==> config.mk <==
export PLATFORM = sky130hd
export DESIGN_NAME = ovh_err_inject
export DESIGN_NICKNAME = d
export VERILOG_FILES = /design/src/rtl/ovh_err_pkg.sv /design/src/rtl/ovh_err_sync.sv /design/src/rtl/ovh_err_arm.sv /design/src/rtl/ovh_err_cp.sv /design/src/rtl/ovh_err_frm.sv /design/src/rtl/ovh_err_inject.sv
export SDC_FILE = /design/constraint.sdc
export NUM_CORES = 1
export LEC_CHECK = 0
export BUFFER_PORTS_ARGS = -buffer_cell sky130_fd_sc_hd__clkbuf_2
export CORE_MARGIN = 4
export CORE_UTILIZATION = 48
export CTS_CLUSTER_DIAMETER = 40
export DETAILED_ROUTE_END_ITERATION = 12
export PLACE_DENSITY = 0.74
export SETUP_SLACK_MARGIN = 0.05
export SYNTH_ARGS = -nofsm -noshare
export SYNTH_HDL_FRONTEND = slang
export SYNTH_SLANG_ARGS = --single-unit
==> constraint.sdc <==
create_clock -name clk_i -period 2.2 [get_ports clk_i]
set_input_delay 0.44 -clock clk_i [delete_from_list [all_inputs] [get_ports clk_i]]
set_output_delay 0.44 -clock clk_i [all_outputs]
set_load 0.03 [all_outputs]
==> src/rtl/ovh_err_pkg.sv <==
package ovh_err_pkg;
  typedef enum logic [1:0] {
    ST_IDLE = 2'd0,
    ST_PEND = 2'd1,
    ST_ACT  = 2'd2
  } inj_state_e;
endpackage

==> src/rtl/ovh_err_sync.sv <==
module ovh_err_sync #(
  parameter int STAGES = 2
) (
  input  logic clk_i,
  input  logic rst_ni,
  input  logic async_i,
  output logic rise_o
);
  logic [STAGES-1:0] sync_q;
  logic              last_q;

  always_ff @(posedge clk_i or negedge rst_ni) begin
    if (!rst_ni) begin
      sync_q <= '0;
      last_q <= 1'b0;
    end else begin
      sync_q <= {sync_q[STAGES-2:0], async_i};
      last_q <= sync_q[STAGES-1];
    end
  end

  assign rise_o = sync_q[STAGES-1] & ~last_q;
endmodule

==> src/rtl/ovh_err_arm.sv <==
module ovh_err_arm #(
  parameter int N_CTRL = 2
) (
  input  logic              clk_i,
  input  logic              rst_ni,
  input  logic              manual_i,
  input  logic              trig_rise_i,
  input  logic [N_CTRL-1:0] ctrl_i,
  output logic [N_CTRL-1:0] arm_o
);
  logic [N_CTRL-1:0] ctrl_q;

  always_ff @(posedge clk_i or negedge rst_ni) begin
    if (!rst_ni) ctrl_q <= '0;
    else         ctrl_q <= ctrl_i;
  end

  for (genvar g = 0; g < N_CTRL; g++) begin : g_arm
    assign arm_o[g] = manual_i ? (trig_rise_i & ctrl_i[g])
                               : (ctrl_i[g] & ~ctrl_q[g]);
  end
endmodule

==> src/rtl/ovh_err_cp.sv <==
module ovh_err_cp
  import ovh_err_pkg::*;
#(
  parameter int CP_PER_FRAME = 3
) (
  input  logic clk_i,
  input  logic rst_ni,
  input  logic arm_i,
  input  logic enable_i,
  input  logic frame_start_i,
  input  logic cp_slot_i,
  output logic flip_o,
  output logic busy_o
);
  localparam int CW = $clog2(CP_PER_FRAME + 1);
  localparam logic [CW-1:0] LAST = CW'(CP_PER_FRAME - 1);

  inj_state_e    state_q;
  logic [CW-1:0] cnt_q;

  always_ff @(posedge clk_i or negedge rst_ni) begin
    if (!rst_ni) begin
      state_q <= ST_IDLE;
      cnt_q   <= '0;
    end else begin
      unique case (state_q)
        ST_IDLE: if (arm_i && enable_i) state_q <= ST_PEND;
        ST_PEND: if (frame_start_i) begin
          state_q <= ST_ACT;
          cnt_q   <= '0;
        end
        ST_ACT: if (cp_slot_i) begin
          if (cnt_q == LAST) state_q <= ST_IDLE;
          else               cnt_q   <= cnt_q + 1'b1;
        end
        default: state_q <= ST_IDLE;
      endcase
    end
  end

  assign flip_o = (state_q == ST_ACT) & cp_slot_i;
  assign busy_o = (state_q != ST_IDLE);
endmodule

==> src/rtl/ovh_err_frm.sv <==
module ovh_err_frm
  import ovh_err_pkg::*;
#(
  parameter int FAS_LEN    = 10,
  parameter int FAS_FLIP   = 5,
  parameter int T3_F_BURST = 4,
  parameter int T3_M_BURST = 3,
  parameter int E3_BURST   = 4
) (
  input  logic       clk_i,
  input  logic       rst_ni,
  input  logic       arm_i,
  input  logic       e3_i,
  input  logic [1:0] type_i,
  input  logic       f_slot_i,
  input  logic       m_slot_i,
  input  logic       fas_slot_i,
  output logic       flip_o,
  output logic       busy_o
);
  localparam int MAXB = (T3_F_BURST > T3_M_BURST)
                      ? ((T3_F_BURST > E3_BURST) ? T3_F_BURST : E3_BURST)
                      : ((T3_M_BURST > E3_BURST) ? T3_M_BURST : E3_BURST);
  localparam int BW = $clog2(MAXB + 1);
  localparam int IW = $clog2(FAS_LEN);
  localparam logic [IW-1:0] IDX_LAST = IW'(FAS_LEN - 1);
  localparam logic [IW-1:0] IDX_FLIP = IW'(FAS_FLIP);

  inj_state_e    state_q;
  logic [BW-1:0] cnt_q;
  logic [IW-1:0] idx_q;
  logic          e3_q;
  logic [1:0]    type_q;
  logic [BW-1:0] burst;
  logic          unit_slot, start_ok, take, unit_end, bit_hit;

  // FAS bit position within the word
  always_ff @(posedge clk_i or negedge rst_ni) begin
    if (!rst_ni)         idx_q <= '0;
    else if (fas_slot_i) idx_q <= (idx_q == IDX_LAST) ? '0 : idx_q + 1'b1;
  end

  always_comb begin
    unique case ({e3_q, type_q[1]})
      2'b00:   burst = BW'(1);
      2'b01:   burst = type_q[0] ? BW'(T3_M_BURST) : BW'(T3_F_BURST);
      2'b10:   burst = BW'(1);
      default: burst = BW'(E3_BURST);
    endcase
  end

  always_comb begin
    unit_slot = e3_q ? fas_slot_i : (type_q[0] ? m_slot_i : f_slot_i);
    start_ok  = e3_q ? (fas_slot_i && idx_q == '0) : unit_slot;
    take      = ((state_q == ST_PEND) && start_ok) ||
                ((state_q == ST_ACT) && unit_slot);
    unit_end  = e3_q ? (idx_q == IDX_LAST) : 1'b1;
    bit_hit   = e3_q ? (type_q[0] || idx_q == IDX_FLIP) : 1'b1;
  end

  always_ff @(posedge clk_i or negedge rst_ni) begin
    if (!rst_ni) begin
      state_q <= ST_IDLE;
      cnt_q   <= '0;
      e3_q    <= 1'b0;
      type_q  <= 2'b00;
    end else if (state_q == ST_IDLE) begin
      if (arm_i) begin
        state_q <= ST_PEND;
        cnt_q   <= '0;
        e3_q    <= e3_i;
        type_q  <= type_i;
      end
    end else if (take) begin
      state_q <= ST_ACT;
      if (unit_end) begin
        if (cnt_q == burst - 1'b1) state_q <= ST_IDLE;
        else                       cnt_q   <= cnt_q + 1'b1;
      end
    end
  end

  assign flip_o = take & bit_hit;
  assign busy_o = (state_q != ST_IDLE);
endmodule

==> src/rtl/ovh_err_inject.sv <==
module ovh_err_inject #(
  parameter int SYNC_STAGES  = 2,
  parameter int CP_PER_FRAME = 3,
  parameter int FAS_LEN      = 10,
  parameter int FAS_FLIP     = 5,
  parameter int T3_F_BURST   = 4,
  parameter int T3_M_BURST   = 3,
  parameter int E3_BURST     = 4
) (
  input  logic       clk_i,
  input  logic       rst_ni,
  input  logic       data_i,
  input  logic       frame_start_i,
  input  logic       f_slot_i,
  input  logic       m_slot_i,
  input  logic       cp_slot_i,
  input  logic       fas_slot_i,
  input  logic       e3_mode_i,
  input  logic       cbit_mode_i,
  input  logic       cp_ins_i,
  input  logic       fe_ins_i,
  input  logic [1:0] fe_type_i,
  input  logic       manual_i,
  input  logic       trig_i,
  output logic       data_o,
  output logic       frame_start_o,
  output logic       f_slot_o,
  output logic       m_slot_o,
  output logic       cp_slot_o,
  output logic       fas_slot_o,
  output logic       cp_busy_o,
  output logic       fe_busy_o
);
  localparam int N_CTRL = 2;
  localparam int K_CP   = 0;
  localparam int K_FE   = 1;

  logic              trig_rise;
  logic [N_CTRL-1:0] arm;
  logic              cp_flip, fe_flip;

  ovh_err_sync #(.STAGES(SYNC_STAGES)) u_sync (
    .clk_i, .rst_ni, .async_i(trig_i), .rise_o(trig_rise)
  );

  ovh_err_arm #(.N_CTRL(N_CTRL)) u_arm (
    .clk_i, .rst_ni,
    .manual_i,
    .trig_rise_i(trig_rise),
    .ctrl_i     ({fe_ins_i, cp_ins_i}),
    .arm_o      (arm)
  );

  ovh_err_cp #(.CP_PER_FRAME(CP_PER_FRAME)) u_cp (
    .clk_i, .rst_ni,
    .arm_i        (arm[K_CP]),
    .enable_i     (~e3_mode_i & cbit_mode_i),
    .frame_start_i,
    .cp_slot_i,
    .flip_o       (cp_flip),
    .busy_o       (cp_busy_o)
  );

  ovh_err_frm #(
    .FAS_LEN(FAS_LEN), .FAS_FLIP(FAS_FLIP),
    .T3_F_BURST(T3_F_BURST), .T3_M_BURST(T3_M_BURST), .E3_BURST(E3_BURST)
  ) u_frm (
    .clk_i, .rst_ni,
    .arm_i     (arm[K_FE]),
    .e3_i      (e3_mode_i),
    .type_i    (fe_type_i),
    .f_slot_i,
    .m_slot_i,
    .fas_slot_i,
    .flip_o    (fe_flip),
    .busy_o    (fe_busy_o)
  );

  always_ff @(posedge clk_i or negedge rst_ni) begin
    if (!rst_ni) begin
      data_o        <= 1'b0;
      frame_start_o <= 1'b0;
      f_slot_o      <= 1'b0;
      m_slot_o      <= 1'b0;
      cp_slot_o     <= 1'b0;
      fas_slot_o    <= 1'b0;
    end else begin
      data_o        <= data_i ^ (cp_flip | fe_flip);
      frame_start_o <= frame_start_i;
      f_slot_o      <= f_slot_i;
      m_slot_o      <= m_slot_i;
      cp_slot_o     <= cp_slot_i;
      fas_slot_o    <= fas_slot_i;
    end
  end
endmodule

Word level (Yosys, flattened, before mapping)

Index checks and enable logic that the tools add are counted.
Widths: inputs -> output; s select.

Equality and inequality tests: 17
Mux-type cells: 29
Bitwise operators: 14
Add/subtract/negate cells: 4
Reductions and logical operators: 21

Operator list:

| operator            | count |
|---|---|
| $mux 2              | 12 |
| $mux 3              | 6 |
| $reduce_and 4->1    | 3 |
| $reduce_bool 2->1   | 5 |
| $and 1x1->1         | 8 |
| $eq 2x2->1 const B  | 4 |
| $ne 2x1->1 const B  | 4 |
| $mux 1              | 7 |
| $eq 2x1->1 const B  | 3 |
| $logic_not 2->1     | 3 |
| $ne 2x2->1 const B  | 3 |
| $pmux 2 s3          | 1 |
| $pmux 3 s2          | 1 |
| $add 4x1->4 const B | 1 |
| $eq 4x3->1 const B  | 1 |
| $eq 4x4->1 const B  | 1 |
| $logic_and 1x1->1   | 4 |
| $logic_not 4->1     | 1 |
| $mux 4              | 1 |
| $not 1->1           | 4 |
| $pmux 2 s2          | 1 |
| $reduce_and 2->1    | 2 |
| $add 3x1->3 const B | 1 |
| $eq 3x3->1          | 1 |
| 6 further kinds     | 7 |

Register bits: 27
Logic and storage cells: 101
Input port bits: 16
Output and inout bits: 8

Depth between registers and ports, before layout

Word-level depth: 9
Gate-level depth with buffers: 8
Gate-level depth less buffers: 8

Hierarchy

A second synthesis with hierarchy kept.

Cell total of the unflattened synthesis: 112
Area, all modules: 1281.2 µm²

By module, submodules not included:

| module         | area an instance (µm²) | times used | seq. area each (µm²) | cells an instance |
|---|---|---|---|---|
| ovh_err_frm    | 708.2                  | 1          | 300.3                | 69 |
| ovh_err_cp     | 231.5                  | 1          | 100.1                | 23 |
| ovh_err_inject | 171.4                  | 1          | 150.1                | 9 |
| ovh_err_sync   | 88.8                   | 1          | 75.1                 | 4 |
| ovh_err_arm    | 81.3                   | 1          | 50.0                 | 7 |

Worst setup path before layout

No wires, ideal clock.

Kind: register -> register
Start point: register u_frm.e3_q
End point: register u_frm.cnt_q[0]
Setup time: 0.118 ns
Data arrival time: 2.062 ns
Data required time: 2.082 ns
Path buffers: 0
Stages on the path, launching flop included: 9
Clock period less this slack: 2.180 ns
Path slack: 0.020 ns
Cells stage by stage: dfrtp_1 -> nand2b_4 -> and2_2 -> ha_1 -> xnor2_1 -> a2111o_1 -> o311a_4 -> and3_4 -> a21o_1

Longest elaborated chain between the ends: 7
Elaborated cells on any way between the ends: 17
Classes of those cells: add/sub (1); eq/ne (4); mux (4); reduce/logical (8)

Ends and longest elaborated chain:

| item                                          | line              | text |
|---|---|---|
| start, declared                               | ovh_err_frm.sv:32 | `logic e3_q;` |
| start signal, assigned                        | ovh_err_frm.sv:71 | `e3_q <= e3_i;` |
| $eq 2x2->1 or $logic_not 2->1 (tied branches) | ovh_err_frm.sv:44 | `unique case ({e3_q, type_q[1]})` |
| $reduce_or 2->1 (no source line)              | --                |  |
| $pmux 3 s2                                    | ovh_err_frm.sv:44 |  |
| $sub 3x1->3                                   | ovh_err_frm.sv:77 | `if (cnt_q == burst - 1'b1) state_q <= ST_IDLE;` |
| $eq 3x3->1                                    | ovh_err_frm.sv:77 |  |
| $ne 2x1->1 (no source line)                   | --                |  |
| $reduce_and 4->1 (no source line) (*)         | --                |  |
| end signal, assigned                          | ovh_err_frm.sv:78 | `else cnt_q <= cnt_q + 1'b1;` |
| end, declared                                 | ovh_err_frm.sv:30 | `logic [BW-1:0] cnt_q;` |

Every way passes the cells marked *; elsewhere a longest branch is shown, timed or not.
A chain may end at the register's enable or synchronous reset.

Final worst setup path

Same ends and word-level chain as after synthesis.

==> results.toml <==
[synthesis]
synth_area_leaders = "dfrtp_1 54%, nand2_1 3.9%, o311a_4 3.4%"
synth_area_um2 = 1254
synth.distinct_cells = 35
synthCells = 112
yosys_register_bits = 27
yosysMostFrequentCell = "dfrtp_1"
synthMuxAreaShare_pct = 3.393
synth-async-reset-ratio_pct = 100.0
ys_dominant_reg_cell = "dfrtp_1"
avgSynthCellArea_um2 = 11.19
yosys.area_share.simple_pct = 15.77
syn-num-nets = 131
synth_common_cells = "27 x dfrtp_1, 13 x nand2_1, 10 x inv_1"
synth-edff-count = 0
ys.warnings.count = 0
synth-xor-area-share_pct = 4.890
yosysTopAreaCell = "dfrtp_1"
synth_adder_area_share_pct = 2.994
synth_compound_gate_area_share_pct = 16.07
netlist.area_leader.share_pct = 53.89
synth_seq_area_share_pct = 53.89
synth_top_family_by_area = "compound AO/OA/AOI/OAI gates"

[min_path]
hp-class = "in -> async"

[timing]
fin_skew_ns = 0.0008953
min_period_ns = 2.073
worst_pin_slew_ns = 0.6584
setup_viol = 0
hold_violations = 0
max_freq_ghz = 0.4824
layout_setup_ws_ns = 0.1270
drv_slew = 0
tns_ns = 0
grt_setup_unrepaired = "false"
slew-limit-headroom_pct = 56.10
period_share_pct = 94.23

[critical_path]
reg2reg_from = "u_frm.e3_q$_DFFE_PN0P_"
timing.rr.end = "u_frm.cnt_q[0]$_DFFE_PN0P_"
crit_path_start = "u_frm.e3_q$_DFFE_PN0P_"
cp_data_arrival_time_ns = 2.30
endpoint = "u_frm.cnt_q[0]$_DFFE_PN0P_"
critical_path_class = "reg -> reg"
rr_worst_depth = 8
cp-start-kind = "flop"
reg2reg_slack_ns = 0.13
crit_fanout = 7
cp.required_ns = 2.43
cp-end-kind = "flop"

[floorplanning]
num_io_pins = 24
core.rowCount = 18
die_h_um = 59.11
die-area_um2 = 3493
die_width_um = 59.11
start_util_pct = 50.61
core_area_um2 = 2477

[power_and_ir_drop]
pwr-share-comb_pct = 48.3
ir_drop_mv = 0.6470
power.switching_w = 0.0007599
pwr-share-seq_pct = 41.0
power-per-cell-area_nw_per_um2 = 1327
internal_power_w = 0.001188
swShare_pct = 39.01
power_leakage_nw = 0.7036
p_clk_share_pct = 10.7

[detailed_routing]
drt_iter0_markers = 13
drt-wirelength-per-cell_um = 13.21
drtAntennaViolNets = 0
drc = 0
vias = 906
via_per_inst = 5.329
firstDrtPassIters = 4
routed_wl_mm = 2.245

[status]
status = "finished clean"

[cts]
tritoncts = "built"
clock-sinks = 27
ctsRootBufferMaster = "clkbuf_4"
cts_max_level = 1
cts.clk_slew.worst_paths_ns = 0.13
cts_buffers = 3
post-cts-setup-buffers = 0
cts_max_path_buffers = 2
clk_latency_ns = 0.32

[global_routing]
grt_pass1_vias = 963
overflow = 0
grt_pass1_wl_mm = 3.884
grt_max_degree = 28
grt_use_total_pct = 14.72
antenna_found_initial = 0

[placed_design]
place_hpwl_mm = 1.724
io_buffer_count = 23
gp_congestion = 0.7720
dp_slack_ns = 0.1039

[layout]
drive_gt1_share_pct = 29.29
n_antenna_cell = 0
syn_to_final_growth_pct = 17.07
finalNetCount = 160

[job]
max_cap_violations = 0
cell usage in the layout (no fill, tap or decap), types with 2 or more instances in the layout:
cell type and count:
nor4_1 2, o311a_4 2, a21oi_1 2, ha_1 2, xnor2_1 3, inv_1 10
xor2_1 2, nor2b_1 2, dfrtp_1 27, nand3_1 2, nor2_1 9, clkbuf_4 3
nand2_1 13, o21ai_0 6, o2bb2ai_1 2, mux2i_1 2, mux2_2 2, clkbuf_2 23
nand2b_1 3
routing by layer:
metal  global-route usage [%]  up-vias  routed length, µm
li1                         -      447                  -
met1                    16.50      432               1009
met2                    26.50       23               1094
met3                    3.050        4                109
met4                    6.796        0                 31
met5                        0        -                  0
worst min-delay path by stage:
stage	startpoint	end	slack [ns]
2_1_floorplan	rst_ni	cp_slot_o$_DFF_PN0_	0.14
3_3_place_gp	u_sync.sync_q[0]$_DFF_PN0_	u_sync.sync_q[1]$_DFF_PN0_	0.34
3_5_place_dp	u_sync.sync_q[0]$_DFF_PN0_	u_sync.sync_q[1]$_DFF_PN0_	0.34
4_1_cts	rst_ni	u_frm.type_q[1]$_DFFE_PN0P_	0.13
5_1_grt	rst_ni	u_frm.type_q[1]$_DFFE_PN0P_	0.15
6_report	rst_ni	u_frm.cnt_q[2]$_DFFE_PN0P_	0.12
metrics by stage:
stage	area (µm²)	hold WS (ns)	instances	total power, W	util, %
after floorplan	1254	0.1444	112	0.001483	-
after global placement	1414	0.3375	166	0.001641	57.07
after detailed placement	1414	0.3403	166	0.001693	57.07
after CTS	1440	0.1273	170	0.001909	58.13
after global routing	1468	0.1528	170	0.002106	59.24
final	1468	0.1201	170	0.001948	59.24
logic make-up after synthesis:
| family | count (synthesis) |
|---|---|
| flip-flops | 27 |
| AO/OA/AOI/OAI | 23 |
| multiplexers | 4 |
| buffers and inverters | 10 |
| XOR/XNOR | 7 |
| adder cells (fa/ha/maj) | 3 |
| AND/OR/NAND/NOR | 38 |
critical path, cell delays in order, from the launching register on:
cell	delay, ns
dfrtp_1	0.41
buf_4	0.16
nand3b_1	0.21
ha_4	0.25
xnor2_2	0.15
a2111o_1	0.33
o311a_4	0.16
and3_4	0.18
a21o_1	0.14
power groups by stage:
stage          combinational, W  sequential, W  clock (W)
6_report               0.000941       0.000798   0.000209
5_1_grt                 0.00104       0.000824   0.000239
4_1_cts                0.000894       0.000793   0.000223
3_5_place_dp           0.000893       0.000800          0
3_3_place_gp           0.000851       0.000790          0
2_1_floorplan          0.000681       0.000803          0
area by class of cell:
cell class	instances	area, µm²
Sequential cell	27	675.6
Timing Repair Buffer	24	122.6
Fill cell	213	1010
Clock buffer	4	26.28
Tap cell	30	37.54
Multi-Input combinational cell	75	568.0
Inverter	10	37.54
state kept, by name, summed over array words and instances, names as in the netlist:
signal and count:
fas_slot_o 1, u_sync.sync_q 2, u_frm.idx_q 4, u_frm.e3_q 1, u_frm.type_q 2, m_slot_o 1
u_arm.ctrl_q 2, u_cp.cnt_q 2, u_frm.cnt_q 3, u_frm.state_q 2, u_cp.state_q 2, data_o 1
f_slot_o 1, frame_start_o 1, cp_slot_o 1, u_sync.last_q 1
repair_timing:
action / in CTS / in global routing
endpoints found under the setup margin: 0 / 3
hold buffers: 0 / 0
resized for setup: 0 / 3
Power figures use the tool's default switching activity.
